File: src/rtl/pulsegen_pkg.sv
package pulsegen_pkg;
  localparam int PRESET_COUNT = 5;
  localparam int IDX_W = $clog2(PRESET_COUNT);
  localparam int N_W = 16;
  localparam int M_W = 8;
  localparam int DATA_W = 16;

  typedef enum logic [1:0] {
    MODE_PERIOD   = 2'd0,
    MODE_INTERVAL = 2'd1,
    MODE_MULTI    = 2'd2
  } genMode_e;

  // settings handed from control to datapath
  typedef struct packed {
    logic [IDX_W-1:0] idx;
    logic [N_W-1:0]   stopDiv;
    logic [M_W-1:0]   startDiv;
    genMode_e         mode;
  } presetCfg_t;

  function automatic logic [N_W-1:0] defStop(input int i);
    return N_W'(4 + 2 * i);
  endfunction

  function automatic logic [M_W-1:0] defStart(input int i);
    return M_W'(2 + i);
  endfunction

  function automatic genMode_e defMode(input int i);
    return genMode_e'(2'(i % 3));
  endfunction
endpackage

File: src/rtl/pulsegen_ctrl.sv
module pulsegen_ctrl
  import pulsegen_pkg::*;
#(
  parameter int DB_CYCLES = 1000
) (
  input  logic              clk,
  input  logic              rstN,
  input  logic              btnRaw,
  input  logic              wrEn,
  input  logic [IDX_W-1:0]  wrIdx,
  input  logic [1:0]        wrField,
  input  logic [DATA_W-1:0] wrData,
  output presetCfg_t        cfg
);
  localparam int CNT_W = $clog2(DB_CYCLES + 1);
  localparam logic [IDX_W-1:0] LAST_IDX = IDX_W'(PRESET_COUNT - 1);

  logic [1:0]       syncQ;
  logic             btnSync, btnLevel, pressStb, hostSel, idxOk;
  logic [CNT_W-1:0] dbCnt;
  logic [IDX_W-1:0] selIdx;
  logic [N_W-1:0]   nArr [PRESET_COUNT];
  logic [M_W-1:0]   mArr [PRESET_COUNT];
  genMode_e         modeArr [PRESET_COUNT];

  assign btnSync  = syncQ[1];
  assign pressStb = btnSync && !btnLevel && (dbCnt == CNT_W'(DB_CYCLES - 1));
  assign idxOk    = wrIdx < IDX_W'(PRESET_COUNT);
  assign hostSel  = wrEn && (wrField == 2'd3) && idxOk;

  // two-stage synchroniser and level debouncer
  always_ff @(posedge clk or negedge rstN) begin
    if (!rstN) begin
      syncQ    <= '0;
      btnLevel <= 1'b0;
      dbCnt    <= '0;
    end else begin
      syncQ <= {syncQ[0], btnRaw};
      if (btnSync == btnLevel) dbCnt <= '0;
      else if (dbCnt == CNT_W'(DB_CYCLES - 1)) begin
        btnLevel <= btnSync;
        dbCnt    <= '0;
      end else dbCnt <= dbCnt + 1'b1;
    end
  end

  always_ff @(posedge clk or negedge rstN) begin
    if (!rstN) selIdx <= '0;
    else if (hostSel) selIdx <= wrIdx;
    else if (pressStb) selIdx <= (selIdx == LAST_IDX) ? '0 : selIdx + 1'b1;
  end

  always_ff @(posedge clk or negedge rstN) begin
    if (!rstN) begin
      for (int i = 0; i < PRESET_COUNT; i++) begin
        nArr[i]    <= defStop(i);
        mArr[i]    <= defStart(i);
        modeArr[i] <= defMode(i);
      end
    end else if (wrEn && idxOk) begin
      for (int i = 0; i < PRESET_COUNT; i++) begin
        if (wrIdx == IDX_W'(i)) begin
          case (wrField)
            2'd0: nArr[i] <= wrData[N_W-1:0];
            2'd1: mArr[i] <= wrData[M_W-1:0];
            2'd2: if (wrData[1:0] != 2'd3) modeArr[i] <= genMode_e'(wrData[1:0]);
            default: ;
          endcase
        end
      end
    end
  end

  assign cfg.idx      = selIdx;
  assign cfg.stopDiv  = nArr[selIdx];
  assign cfg.startDiv = mArr[selIdx];
  assign cfg.mode     = modeArr[selIdx];

  a_r6_single_step: assert property (@(posedge clk) disable iff (!rstN)
    (selIdx != $past(selIdx)) && !$past(hostSel) |->
      selIdx == (($past(selIdx) == LAST_IDX) ? IDX_W'(0) : $past(selIdx) + 1'b1));
  a_r8_index_range: assert property (@(posedge clk) disable iff (!rstN)
    selIdx < IDX_W'(PRESET_COUNT));
  a_r7_mode_legal: assert property (@(posedge clk) disable iff (!rstN)
    2'(cfg.mode) != 2'd3);
endmodule

File: src/rtl/pulsegen_core.sv
module pulsegen_core
  import pulsegen_pkg::*;
(
  input  logic             clk,
  input  logic             rstN,
  input  presetCfg_t       cfg,
  output logic             startPulse,
  output logic             stopPulse,
  output logic [IDX_W-1:0] actIdx,
  output genMode_e         actMode
);
  logic [N_W-1:0] tickCnt, actN, newN;
  logic [M_W-1:0] posCnt, frameLen, kLen, newM, kBase, kEff, newLen;
  logic           boundary, frameStart, stopNow;

  // clamped divisors and length of the frame that would start now
  always_comb begin
    newN   = (cfg.stopDiv < N_W'(2)) ? N_W'(2) : cfg.stopDiv;
    newM   = (cfg.startDiv == '0) ? M_W'(1) : cfg.startDiv;
    kBase  = (actMode == MODE_MULTI) ? kLen : M_W'(1);
    kEff   = (kBase > newM) ? M_W'(1) : kBase;
    newLen = (cfg.mode == MODE_MULTI) ? kEff : newM;
  end

  assign boundary   = (tickCnt == actN - 1'b1);
  assign frameStart = boundary && (posCnt == '0);
  assign stopNow    = (posCnt == '0) || (actMode == MODE_PERIOD) ||
                      ((actMode == MODE_INTERVAL) && (posCnt == M_W'(1)));

  always_ff @(posedge clk or negedge rstN) begin
    if (!rstN) begin
      tickCnt    <= '0;
      actN       <= defStop(0);
      actIdx     <= '0;
      actMode    <= defMode(0);
      posCnt     <= '0;
      frameLen   <= M_W'(1);
      kLen       <= M_W'(1);
      startPulse <= 1'b0;
      stopPulse  <= 1'b0;
    end else begin
      startPulse <= 1'b0;
      stopPulse  <= 1'b0;
      if (boundary) begin
        tickCnt    <= '0;
        stopPulse  <= stopNow;
        startPulse <= frameStart;
        if (frameStart) begin
          actN     <= newN;
          actIdx   <= cfg.idx;
          actMode  <= cfg.mode;
          frameLen <= newLen;
          posCnt   <= (newLen == M_W'(1)) ? '0 : M_W'(1);
          if (cfg.mode == MODE_MULTI) kLen <= (kEff >= newM) ? M_W'(1) : kEff + 1'b1;
          else kLen <= M_W'(1);
        end else begin
          posCnt <= (posCnt == frameLen - 1'b1) ? '0 : posCnt + 1'b1;
        end
      end else begin
        tickCnt <= tickCnt + 1'b1;
      end
    end
  end

  a_r2_start_has_stop: assert property (@(posedge clk) disable iff (!rstN)
    startPulse |-> stopPulse);
  a_r1_one_cycle_stop: assert property (@(posedge clk) disable iff (!rstN)
    stopPulse |=> !stopPulse);
  a_r9_status_held: assert property (@(posedge clk) disable iff (!rstN)
    !startPulse |-> $stable(actIdx) && $stable(actMode));
  a_r5_divisors_clamped: assert property (@(posedge clk) disable iff (!rstN)
    (actN >= N_W'(2)) && (frameLen >= M_W'(1)));
  a_r11_mode_legal: assert property (@(posedge clk) disable iff (!rstN)
    2'(actMode) != 2'd3);
endmodule

File: src/rtl/pulsegen_top.sv
module pulsegen_top
  import pulsegen_pkg::*;
#(
  parameter int DB_CYCLES = 1000
) (
  input  logic        clk,
  input  logic        rstN,
  input  logic        btnRaw,
  input  logic        wrEn,
  input  logic [2:0]  wrIdx,
  input  logic [1:0]  wrField,
  input  logic [15:0] wrData,
  output logic        startPulse,
  output logic        stopPulse,
  output logic [2:0]  statusIdx,
  output logic [1:0]  statusMode
);
  presetCfg_t cfg;
  genMode_e   actMode;

  pulsegen_ctrl #(.DB_CYCLES(DB_CYCLES)) u_ctrl (
    .clk(clk), .rstN(rstN), .btnRaw(btnRaw), .wrEn(wrEn),
    .wrIdx(wrIdx), .wrField(wrField), .wrData(wrData), .cfg(cfg)
  );

  pulsegen_core u_core (
    .clk(clk), .rstN(rstN), .cfg(cfg),
    .startPulse(startPulse), .stopPulse(stopPulse),
    .actIdx(statusIdx), .actMode(actMode)
  );

  assign statusMode = 2'(actMode);
endmodule

File: config.mk
export PLATFORM = sky130hd
export DESIGN_NAME = pulsegen_top
export DESIGN_NICKNAME = d
export VERILOG_FILES = /design/src/rtl/pulsegen_pkg.sv /design/src/rtl/pulsegen_ctrl.sv /design/src/rtl/pulsegen_core.sv /design/src/rtl/pulsegen_top.sv
export SDC_FILE = /design/constraint.sdc
export NUM_CORES = 1
export LEC_CHECK = 0
export CAP_MARGIN = 30
export CORE_MARGIN = 3
export CORE_UTILIZATION = 55
export DETAILED_ROUTE_END_ITERATION = 8
export GPL_ROUTABILITY_DRIVEN = 0
export PLACE_DENSITY = 0.75
export SYNTH_ARGS = -nofsm -noshare
export SYNTH_HDL_FRONTEND = slang
export SYNTH_SLANG_ARGS = --single-unit
File: constraint.sdc
create_clock -name clk -period 4.6 [get_ports clk]
set_input_delay 0.92 -clock clk [delete_from_list [all_inputs] [get_ports clk]]
set_output_delay 0.92 -clock clk [all_outputs]
set_load 0.02 [all_outputs]
* Word-level counts from Yosys, hierarchy flattened
Cells that the tools add are included.
** Cells by class
- Add/subtract/negate cells :: 7
- Bitwise gates (word level) :: 2
- Mux-type cells :: 27
- Multipliers :: 0
- Shift operators :: 0
- Reductions and logical operators :: 33
- Magnitude comparators :: 5
- Equality and inequality tests :: 18
- Div/mod/pow operators :: 0
** Operators with widths (number)
- $mux W8 :: 10
- $mux W16 :: 4
- $bmux W16 S3 :: 1
- $reduce_and A3 Y1 :: 10
- $bmux W8 S3 :: 1
- $mux W10 :: 2
- $reduce_and A4 Y1 :: 5
- $add A16 B1 Y16 const B :: 1
- $add A8 B1 Y8 const B :: 2
- $eq A16 B16 Y1 :: 1
- $eq A8 B1 Y1 const B :: 2
- $logic_not A8 Y1 :: 2
- $lt A16 B2 Y1 const B :: 1
- $sub A16 B1 Y16 const B :: 1
- $add A10 B1 Y10 const B :: 1
- $eq A10 B10 Y1 const B :: 1
- $mux W3 :: 3
- $eq A2 B2 Y1 const B :: 4
- $eq A8 B8 Y1 :: 1
- $ge A8 B8 Y1 :: 1
- $gt A8 B8 Y1 :: 1
- $sub A8 B1 Y8 const B :: 1
- $logic_and A1 B1 Y1 :: 7
- $bmux W2 S3 :: 1
- other kinds (19) :: 28
** Storage, ports and cells
- Bits in read-only memories :: 0
- Register bits after elaboration :: 209
- Memory bits (writable) :: 0
- Bits of input ports :: 25
- Memories kept :: 0
- Logic and storage cells :: 120
- Bits in latches :: 0
- Output and inout port bits :: 7

* Longest topological paths before layout
Gate-level depths: netlist of the first run.
- Word-level depth :: 12
- Mapped depth :: 22

* Cells and area by module
From an unflattened synthesis of the first run, not the netlist that was laid out.
** Unflattened totals
- Cells, all modules :: 977
- Area, all modules :: 11283.3 sq um
** Modules (own cells, without submodules)
- pulsegen_ctrl :: cells an instance 497, area each 6874.1 sq um, sequential area each 3677.3 sq um, instances 1
- pulsegen_core :: cells an instance 480, area each 4409.2 sq um, sequential area each 1580.3 sq um, instances 1

* Worst setup path before layout of the first run
No wires, ideal clock.
- Kind :: register to register
- Start :: register u_ctrl.selIdx[0]
- End :: register u_core.kLen[7]
- Stages on the path, launching flop included :: 21
- Setup time :: 77 ps
- Setup slack :: -261 ps
- Required time :: 4523 ps
- Clock period less this slack :: 4861 ps
- Buffers on the path :: 2
- Arrival time :: 4783 ps
- Cell sequence :: dfrtp_1 > clkbuf_1 > clkbuf_1 > mux2i_1 > nor2_1 > a21oi_1 > nand4_1 > o31ai_1 > ha_1 > nor2b_1 > o211ai_1 > a21oi_1 > o32ai_1 > and3_1 > ha_1 > a21o_1 > a21o_1 > a211o_1 > a2111oi_0 > o31ai_1 > o21ai_1
** On the way
- Longest elaborated chain between the ends :: 11
- Elaborated cells between the ends (all ways) :: 16
- Classes of those cells :: 1 x add/sub; 2 x order compare; 1 x eq/ne; 10 x mux; 1 x bitwise; 1 x reduce/logical
** Ends and longest elaborated chain
- start, declared :: line pulsegen_ctrl.sv:21 : logic [IDX_W-1:0] selIdx;
- start signal, assigned :: line pulsegen_ctrl.sv:49 : else if (hostSel) selIdx <= wrIdx;
- start signal, assigned :: line pulsegen_ctrl.sv:50 : else if (pressStb) selIdx <= (selIdx == LAST_IDX) ? '0 : selIdx + 1'b1;
- $not A3 Y4 (implied by the code) * :: line pulsegen_ctrl.sv:76, pulsegen_ctrl.sv:77
- $bmux W8 S3 :: line pulsegen_ctrl.sv:76 : assign cfg.startDiv = mArr[selIdx];
- $mux W8 (implied by the code) (2 in a row) :: line pulsegen_ctrl.sv:76
- $logic_not A8 Y1 :: line pulsegen_core.sv:19 : newM = (cfg.startDiv == '0) ? M_W'(1) : cfg.startDiv;
- $mux W8 :: line pulsegen_core.sv:19
- $gt A8 B8 Y1 :: line pulsegen_core.sv:21 : kEff = (kBase > newM) ? M_W'(1) : kBase;
- $mux W8 :: line pulsegen_core.sv:21
- $add A8 B1 Y8 or $ge A8 B8 Y1 (tied branches) :: line pulsegen_core.sv:54 : if (cfg.mode == MODE_MULTI) kLen <= (kEff >= newM) ? M_W'(1) : kEff + 1'b1;
- $mux W8 :: line pulsegen_core.sv:54
- $mux W8 * :: line pulsegen_core.sv:54
- end signal, assigned :: line pulsegen_core.sv:54
- end, declared :: line pulsegen_core.sv:13 : logic [M_W-1:0] posCnt, frameLen, kLen, newM, kBase, kEff, newLen;
Every way passes the cells marked *; elsewhere a longest branch is shown, timed or not. The select of a mux whose other input is x is not followed.
A chain may end at the register's enable or synchronous reset.

* Worst setup path in the final report of the first run
- Start :: register u_ctrl.selIdx[0]
- End :: register u_core.kLen[6]
The elaborated chain is that of the path after synthesis.

==> flow_summary.ini, run 1 <==
[run_status]
run_status = completed

[die]
io_pins = 32
row_count = 51
initial_core_util_pct = 56.9
core_sq_um = 19800
die_w_um = 149
die_h_um = 149
die-area_sq_um = 22300

[grt]
grt_max_degree = 122
grtUsageTotal_pct = 24.4
grt_pass1_vias = 8512
antenna_found_initial = 0
grt_pass1_wl_mm = 44.2
grt_remaining_overflow = 0

[route]
wl_met3_mm = 1.37
wl_met2_mm = 12.3
highest_layer = met4
drt_iter0_markers = 535
drt_wl_total_mm = 26.5
wl_met1_mm = 12.1
ant_nets = 0
vias = 8364
post_drt_wl_per_cell_um = 19.4
drc_errors = 0
first_pass_iters = 5
vias_per_cell = 6.13

[cells_and_area]
final_cells = 1365
multi_input_area_sq_um = 5810
area_growth_pct = 14.5
layout_common_cells = dfrtp_1, mux2_2, nor2_1
final_cell_area_sq_um = 12900
num-fill-cells = 1563
regArea_sq_um = 5260
final_common_cell = dfrtp_1
nets = 1135
antenna_cells = 0
drive_above_1_share_pct = 26.3

[critical_path]
reg2reg_slack_ns = 0.06
path_max_fanout = 8
cp-startpoint = u_ctrl.selIdx[0]
setup.worst_path.class = reg2reg
cp.arrival_ns = 5.00
r2r_start = u_ctrl.selIdx[0]
critPathCaptureType = flop
startpoint_type = flop
crit_required_ns = 5.06

[logic_synthesis]
synth-edff-count = 0
ys_ff_latch = 209
ys_types = 77
synthArstFlopShare_pct = 100
syn_inst = 1035
syn_area_sq_um = 11300
synth_flop_cell = dfrtp_1
ys_seq_area_share_pct = 46.5
synth_nets = 1087
synth_warnings = 0
avgSynthCellArea_sq_um = 10.9

[sta]
max_slew.worst_pin.slew_ns = 0.924
setup_violations = 0
finalCriticalPeriod_ns = 4.54
setup_ws_ns = 0.0628
holdWs_ns = 0.210
hold_violations = 0
maxSlewHeadroom_pct = 38.2
maxSlewViolCount = 0
fmax_mhz = 220
finalClockSkew_ns = 0.00710
post-route-period-util_pct = 98.6

[clock_tree]
cts_made_buffers = 23
clkSinkCount = 209
cts-hold-fix-buffers = 0
clk_pin_slew_ns = 0.06
cts_root_buf = clkbuf_16
cts_tree = built
clockBufferDepth = 3
htreeDepth = 1
insertion_delay_ns = 0.52

[pwr]
p_leak_nw = 5.85
power_w = 0.00512
power_density_nw_per_um2 = 396
ir_drop_mv = 0.353

[placed_design]
dp.cells = 1307
placed_area_sq_um = 12000
io_buffers = 31
hpwl_mm = 18.3
pre_cts_slack_ns = -0.0166

[hold_path]
hold_path_class = in2async

[job]
cap_violations = 0
-- final timing paths --
check,to,cells past startpoint
hold / removal,u_ctrl.dbCnt[5],1
min in group clk,u_ctrl.syncQ[1],0
setup reg to reg,u_core.kLen[6],20
setup / recovery,u_core.kLen[6],20
max in group asynchronous,u_ctrl.nArr[17],3
hold reg to reg,u_ctrl.syncQ[1],0
-- sequential cells by signal (all words and copies together) (netlist names), 2 cells and up --
name and count:
u_ctrl.selIdx 3, u_core.actIdx 3, u_core.actN 16, u_ctrl.nArr 80, u_ctrl.syncQ 2, u_core.posCnt 8
u_ctrl.dbCnt 10, u_core.tickCnt 16, u_core.kLen 8, u_core.frameLen 8, u_ctrl.mArr 40, u_core.actMode 2
u_ctrl.modeArr 10
-- critical path, stage by stage (launching register included) --
cell and delay, ns:
dfrtp_2 0.44, buf_4 0.17, or4_1 0.54, o311ai_1 0.12, o31ai_2 0.15, o31ai_2 0.25
ha_2 0.21, nor2b_1 0.04, o211ai_1 0.21, a21oi_2 0.13, o31a_1 0.30, or2_4 0.26
inv_1 0.06, ha_1 0.21, nand2b_1 0.14, a21oi_1 0.13, o21ai_0 0.08, a211o_2 0.45
nor4b_2 0.30, o41a_1 0.17, a31o_1 0.09
-- metal layers --
layer | track usage [%] | vias up
met5 | 0 | -
met4 | 6.50 | 0
met3 | 4.13 | 62
met2 | 38.9 | 227
met1 | 34.9 | 4197
li1 | - | 3878
-- metrics by stage --
stage	utilization (%)	setup TNS, ns
2_1_floorplan	-	0
3_3_place_gp	60.3	0
3_5_place_dp	60.3	-0.0166
4_1_cts	64.3	0
5_1_grt	65.2	-0.123
6_report	65.2	0
-- cell usage after synthesis (23+ instances only) --
cell type	n	area share, %
mux2_2	143	14
xnor2_1	26	2.0
mux2i_1	45	4.0
dfrtp_1	187	41
nor2_1	84	2.8
nand3_1	26	1.2
nand2_1	43	1.4
ha_1	27	3.0
a21oi_1	40	1.8
inv_1	23	0.76
clkbuf_1	38	1.3
o21ai_0	37	1.6
-- what timing repair did --
item | CTS | global route
setup endpoints to repair | 1 | 7
endpoints found under the hold margin | 0 | 0
pin swaps | 1 | 11
gates cloned | 0 | 0
gates resized for setup | 3 | 19
buffers inserted | 5 | 10
-- layout make-up --
class | instances | area share (%)
clock inverter | 8 | 0.474
tap | 265 | 2.56
multi-input combinational | 747 | 44.9
clock buffer | 34 | 5.23
sequential | 209 | 40.7
timing repair buffer | 78 | 5.41
inverter | 24 | 0.697
-- report_power, final --
part	total, W	internal [W]	leakage, nW	switching (W)
registers	0.00224	0.00209	2.68	0.000151
logic	0.00111	0.000549	2.81	0.000558
clock network	0.00177	0.00103	0.366	0.000743
total	0.00512	0.00367	5.85	0.00145
-- cell families (layout without fill, tap and decap cells) --
| logic type | after synthesis | count (layout) | synth area share [%] |
|---|---|---|---|
| fa+ha+maj | 27 | 27 | 2.99 |
| xor+xnor | 47 | 47 | 3.77 |
| flops | 209 | 209 | 46.5 |
| compound gates | 195 | 195 | 11.5 |
| simple gates | 284 | 284 | 13.1 |
| mux | 194 | 194 | 19.3 |
| buf+inv | 79 | 144 | 2.82 |
(Power assumes the default switching activity.)
==> inputs of run 2 (changes only) <==
--- a/config.mk
+++ b/config.mk
@@ -11,6 +11,7 @@
 export DETAILED_ROUTE_END_ITERATION = 8
 export GPL_ROUTABILITY_DRIVEN = 0
 export PLACE_DENSITY = 0.75
+export SLEW_MARGIN = 20
 export SYNTH_ARGS = -nofsm -noshare
 export SYNTH_HDL_FRONTEND = slang
 export SYNTH_SLANG_ARGS = --single-unit
==> run 2 against run 1 <==
Utilization is the same. Die area is the same. Largest power group unchanged. Power is essentially flat. Highest routed layer unchanged. Final cell count is the same. Largest cell class unchanged. Sequential power is essentially flat. Sequential share of layout area is the same. Clock-buffer cell count is the same. Combinational power is essentially flat. Fmax grew 0.13%. Clock power is essentially flat. Global-route usage is the same. Via count grew 0.49%.
==> flow_summary.ini, run 2 (synthesis results as in run 1) <==
[sta]
hold_violations = 0
maxSlewViolCount = 0
post-route-period-util_pct = 98.5
holdWs_ns = 0.291
finalCriticalPeriod_ns = 4.53
max_slew.worst_pin.slew_ns = 0.920
tns_ns = 0
fmax_mhz = 221
setup_violations = 0
finalClockSkew_ns = 0.00937
maxSlewHeadroom_pct = 38.5

[critical_path]
critPathMaxStageDelay_ns = 0.54
crit_required_ns = 5.06
crit_chain = buf_4 > or4_1 > o311ai_1 > o31ai_2 > o31ai_2 > ha_2 > nor2b_1 > o211ai_1 > a21oi_2 > o31a_1 > or2_4 > inv_1 > ha_1 > nand2b_1 > a21oi_1 > o21ai_0 > a211o_2 > nor4b_2 > o41a_1 > a31o_1
startpoint_type = flop
path_buf_inv = 2
crit_slowest_cell = or4_1
cp_top_family = compound AO/OA/AOI/OAI gates
path_common_cell = o31ai_2
critPathCaptureType = flop
path_max_fanout = 8
setup.worst_path.class = reg2reg
cp.arrival_ns = 5.00

[route]
drt_wl_total_mm = 26.5
post_drt_wl_per_cell_um = 19.4
first_pass_iters = 5
vias_per_cell = 6.16
ant_nets = 0
drc_errors = 0
drt_iter0_markers = 578
vias = 8405

[grt]
grt_max_degree = 122
grt_remaining_overflow = 0
grt_pass1_wl_mm = 44.2
antenna_found_initial = 0
grt_pass1_vias = 8512
grtUsageTotal_pct = 24.4

[cells_and_area]
final_common_cell = dfrtp_1
nets = 1135
reg.largest.list = u_ctrl.nArr x80, u_ctrl.mArr x40
layout_common_cells = dfrtp_1, mux2_2, nor2_1
area_growth_pct = 14.5
largest_reg_flops = 80
regMostFlops = u_ctrl.nArr
drive_above_1_share_pct = 26.3
antenna_cells = 0

[clock_tree]
htreeDepth = 1
clk_pin_slew_ns = 0.06
insertion_delay_ns = 0.52
cts-hold-fix-buffers = 0
cts_made_buffers = 23
cts_tree = built
cts_root_buf = clkbuf_16
clkSinkCount = 209
clockBufferDepth = 3

[pwr]
power_density_nw_per_um2 = 396
ir_drop_mv = 0.352
p_leak_nw = 5.85

[die]
initial_core_util_pct = 56.9
core_sq_um = 19800
row_count = 51
die_h_um = 149
io_pins = 32
die_w_um = 149
die-area_sq_um = 22300

[hold_path]
hold_path_class = in2async

[placed_design]
hpwl_mm = 18.3
io_buffers = 31

[run_status]
run_status = completed

[job]
cap_violations = 0
[run 2: path summary, 6_finish.rpt]
path	start	to	slack (ns)	depth (start not counted)
worst max-delay path	u_ctrl.selIdx[0]	u_core.kLen[6]	0.07	20
worst min-delay path	rstN	u_core.kLen[7]	0.29	1
worst max register to register	u_ctrl.selIdx[0]	u_core.kLen[6]	0.07	20
worst min register to register	u_ctrl.syncQ[0]	u_ctrl.syncQ[1]	0.36	0
max in group asynchronous	rstN	u_ctrl.nArr[17]	3.06	3
min in group clk	u_ctrl.syncQ[0]	u_ctrl.syncQ[1]	0.36	0
[run 2: area by class of cell]
type,count,area (sq um)
Inverter,24,90.1
Clock buffer,34,677
Multi-Input combinational cell,747,5810
Clock inverter,8,61.3
Timing Repair Buffer,78,699
Sequential cell,209,5260
Fill cell,1562,6910
Tap cell,265,332
[run 2: per-stage QoR]
step | setup WS, ns | instances | total power (W) | util [%] | area [sq um]
finish | 0.0688 | 1365 | 0.00512 | 65.2 | 12900
global placement | 0.184 | 1307 | 0.00321 | 60.3 | 12000
floorplan | 0.112 | 1035 | 0.00288 | - | 11300
detailed placement | -0.0166 | 1307 | 0.00325 | 60.3 | 12000
global route | -0.0525 | 1365 | 0.00536 | 65.2 | 12900
CTS | 0.00570 | 1354 | 0.00508 | 64.3 | 12800
[run 2: power breakdown]
| part | switching, W | internal [W] | leakage [nW] | total, W |
|---|---|---|---|---|
| Combinational | 0.000559 | 0.000549 | 2.81 | 0.00111 |
| Sequential | 0.000150 | 0.00209 | 2.68 | 0.00224 |
| Clock | 0.000742 | 0.00103 | 0.366 | 0.00177 |
| Total | 0.00145 | 0.00367 | 5.85 | 0.00512 |
[run 2: worst reg2reg max path: cells and delay by family, from the launching register on]
family,cells,cell delay [ns]
AO/OA/AOI/OAI,11,2.10
AND/OR/NAND/NOR,5,1.28
flip-flops,1,0.44
adder cells (fa/ha/maj),2,0.42
buffers and inverters,2,0.23
[run 2: per-layer routing]
metal | GRT usage (%) | up-vias | share of wire (%)
li1 | - | 3878 | -
met1 | 34.9 | 4218 | 45
met2 | 38.9 | 239 | 46
met3 | 4.13 | 70 | 5.8
met4 | 6.50 | 0 | 3.2
met5 | 0 | - | 0
[run 2: what timing repair did]
item	4_1_cts	5_1_grt
pin swaps	1	11
gates resized for setup	3	19
setup endpoints to repair	1	7
buffers inserted	5	10
==> inputs of run 3 (changes only) <==
--- a/config.mk
+++ b/config.mk
@@ -7,10 +7,10 @@
 export LEC_CHECK = 0
 export CAP_MARGIN = 30
 export CORE_MARGIN = 3
-export CORE_UTILIZATION = 55
+export CORE_UTILIZATION = 56
 export DETAILED_ROUTE_END_ITERATION = 8
 export GPL_ROUTABILITY_DRIVEN = 0
-export PLACE_DENSITY = 0.75
+export PLACE_DENSITY = 0.76
 export SLEW_MARGIN = 20
 export SYNTH_ARGS = -nofsm -noshare
 export SYNTH_HDL_FRONTEND = slang
==> run 3 against run 2 <==
Die area decreased by 1.7%. Register-to-register slack improved by 0.13 ns. Flip-flop and latch count did not move. Global-route usage down 0.22 points. Critical path depth up 1. Worst hold slack got worse by 0.020 ns. Cell area rose by 0.24%. Critical endpoint is now u_core.kLen[4].
==> flow_summary.ini, run 3 (synthesis results as in run 1) <==
[die]
die-area_sq_um = 21900
die_h_um = 148
initial_core_util_pct = 57.5
core_sq_um = 19700
io_pins = 32
row_count = 51
die_w_um = 148

[cells_and_area]
antenna_cells = 0
area_growth_pct = 14.7
reg.largest.list = u_ctrl.nArr x80, u_ctrl.mArr x40
final_cells = 1356
nets = 1125
drive_above_1_share_pct = 26.0
num-fill-cells = 1575
largest_reg_flops = 80
final_common_cell = dfrtp_1
layout_common_cells = dfrtp_1, mux2_2, nor2_1
regMostFlops = u_ctrl.nArr

[clock_tree]
htreeDepth = 1
cts_root_buf = clkbuf_16
cts-hold-fix-buffers = 0
cts_made_buffers = 24
cts_tree = built
insertion_delay_ns = 0.53
clockBufferDepth = 3
clk_pin_slew_ns = 0.06
clkSinkCount = 209

[sta]
max_slew.worst_pin.slew_ns = 0.912
finalClockSkew_ns = 0.0104
fmax_mhz = 227
post-route-period-util_pct = 95.7
maxSlewViolCount = 0
holdWs_ns = 0.270
hold_violations = 0
maxSlewHeadroom_pct = 39.0
setup_violations = 0
finalCriticalPeriod_ns = 4.40

[critical_path]
reg2reg_depth = 21
cp.arrival_ns = 4.82
crit_slowest_cell = dfrtp_2
crit_chain = buf_12 > buf_4 > buf_4 > a21oi_1 > o311ai_1 > o31ai_1 > o31ai_2 > ha_2 > nand4_1 > or3_1 > o31a_1 > or2_2 > inv_1 > ha_1 > nand2b_1 > a21oi_1 > o21ai_0 > a211o_2 > inv_2 > nand2_1 > o31ai_1
path_buf_inv = 5
path_max_fanout = 8
cp_top_family = compound AO/OA/AOI/OAI gates
critPathCaptureType = flop
r2r_start = u_ctrl.selIdx[2]
startpoint_type = flop
critPathMaxStageDelay_ns = 0.46
r2r-end = u_core.kLen[4]
setup.worst_path.class = reg2reg
crit_required_ns = 5.02
reg2reg_slack_ns = 0.20

[route]
first_pass_iters = 6
post_drt_wl_per_cell_um = 19.4
ant_nets = 0
vias = 8280
drc_errors = 0
drt_wl_total_mm = 26.4
vias_per_cell = 6.11
drt_iter0_markers = 681

[pwr]
p_leak_nw = 5.84
switching_power_w = 0.00148
cell_internal_pwr_w = 0.00379
power_density_nw_per_um2 = 407
combPwrFrac_pct = 19.9
p_sw_share_pct = 28.1
p_seq_share_pct = 42.2
pwr-share-clk_pct = 37.9
ir_drop_mv = 0.359

[run_status]
run_status = completed

[placed_design]
dp.cells = 1306
io_buffers = 31
hpwl_mm = 17.8

[hold_path]
hold_path_class = in2async

[grt]
grt_pass1_vias = 8337
antenna_found_initial = 0
grt_pass1_wl_mm = 43.3
grt_max_degree = 112
grt_remaining_overflow = 0
grtUsageTotal_pct = 24.2

[job]
cap_violations = 0
-- run 3: worst max-delay path by stage --
stage,start,end,slack (ns),cells past startpoint
floorplan,u_ctrl.selIdx[1],u_core.kLen[7],0.11,22
global placement,u_ctrl.selIdx[2],u_core.kLen[7],0.24,21
detailed placement,u_ctrl.selIdx[2],u_core.kLen[7],0.03,20
CTS,u_ctrl.selIdx[2],u_core.kLen[7],0.03,20
global route,u_ctrl.selIdx[0],u_core.kLen[4],-0.05,20
finish,u_ctrl.selIdx[2],u_core.kLen[4],0.20,21
-- run 3: metal layers --
layer / vias up / share of wire, % / global-route usage (%) / wire (um)
met5: - / 0 / 0 / 0
met4: 0 / 2.8 / 7.07 / 739
met3: 47 / 4.3 / 3.37 / 1120
met2: 235 / 48 / 40.2 / 12600
met1: 4148 / 45 / 33.3 / 11900
li1: 3850 / - / - / -
-- run 3: layout make-up --
cell class / count / area [sq um] / share of cell area, %
clock buffers: 31 / 667 / 5.14
clock inverters: 13 / 180 / 1.39
inverters: 24 / 90.1 / 0.695
multi-input cells: 747 / 5810 / 44.8
flip-flops and latches: 209 / 5260 / 40.6
well taps: 265 / 332 / 2.56
repair buffers: 67 / 629 / 4.85
-- run 3: worst register-to-register path, cell delays in order (launching register included) --
cell and delay [ns]:
dfrtp_2 0.46, buf_12 0.16, buf_4 0.13, buf_4 0.18, a21oi_1 0.15, o311ai_1 0.11, o31ai_1 0.14, o31ai_2 0.14
ha_2 0.33, nand4_1 0.14, or3_1 0.34, o31a_1 0.13, or2_2 0.32, inv_1 0.07, ha_1 0.21, nand2b_1 0.14
a21oi_1 0.14, o21ai_0 0.09, a211o_2 0.45, inv_2 0.12, nand2_1 0.10, o31ai_1 0.25
-- run 3: metrics by stage --
stage / setup WS (ns) / setup TNS (ns) / util, % / cell area [sq um] / total power, W
after floorplan: 0.112 / 0 / - / 11300 / 0.00288
final: 0.198 / 0 / 66.0 / 13000 / 0.00528
after CTS: 0.0257 / 0 / 65.2 / 12800 / 0.00526
after detailed placement: 0.0294 / 0 / 60.9 / 12000 / 0.00325
after global routing: -0.0508 / -0.0801 / 66.0 / 13000 / 0.00550
after global placement: 0.239 / 0 / 60.9 / 12000 / 0.00321
-- run 3: what timing repair did --
action	4_1_cts	5_1_grt
endpoints found under the setup margin	0	8
setup buffers	0	5
gates resized for setup	0	20
-- run 3: power by group through the flow --
stage                     Clock [W]  Combinational [W]  Sequential, W
final                       0.00200            0.00105        0.00223
after global routing        0.00211            0.00114        0.00225
after CTS                   0.00204           0.000996        0.00223
after detailed placement          0           0.000990        0.00226
after global placement            0           0.000965        0.00224
after floorplan                   0           0.000680        0.00220
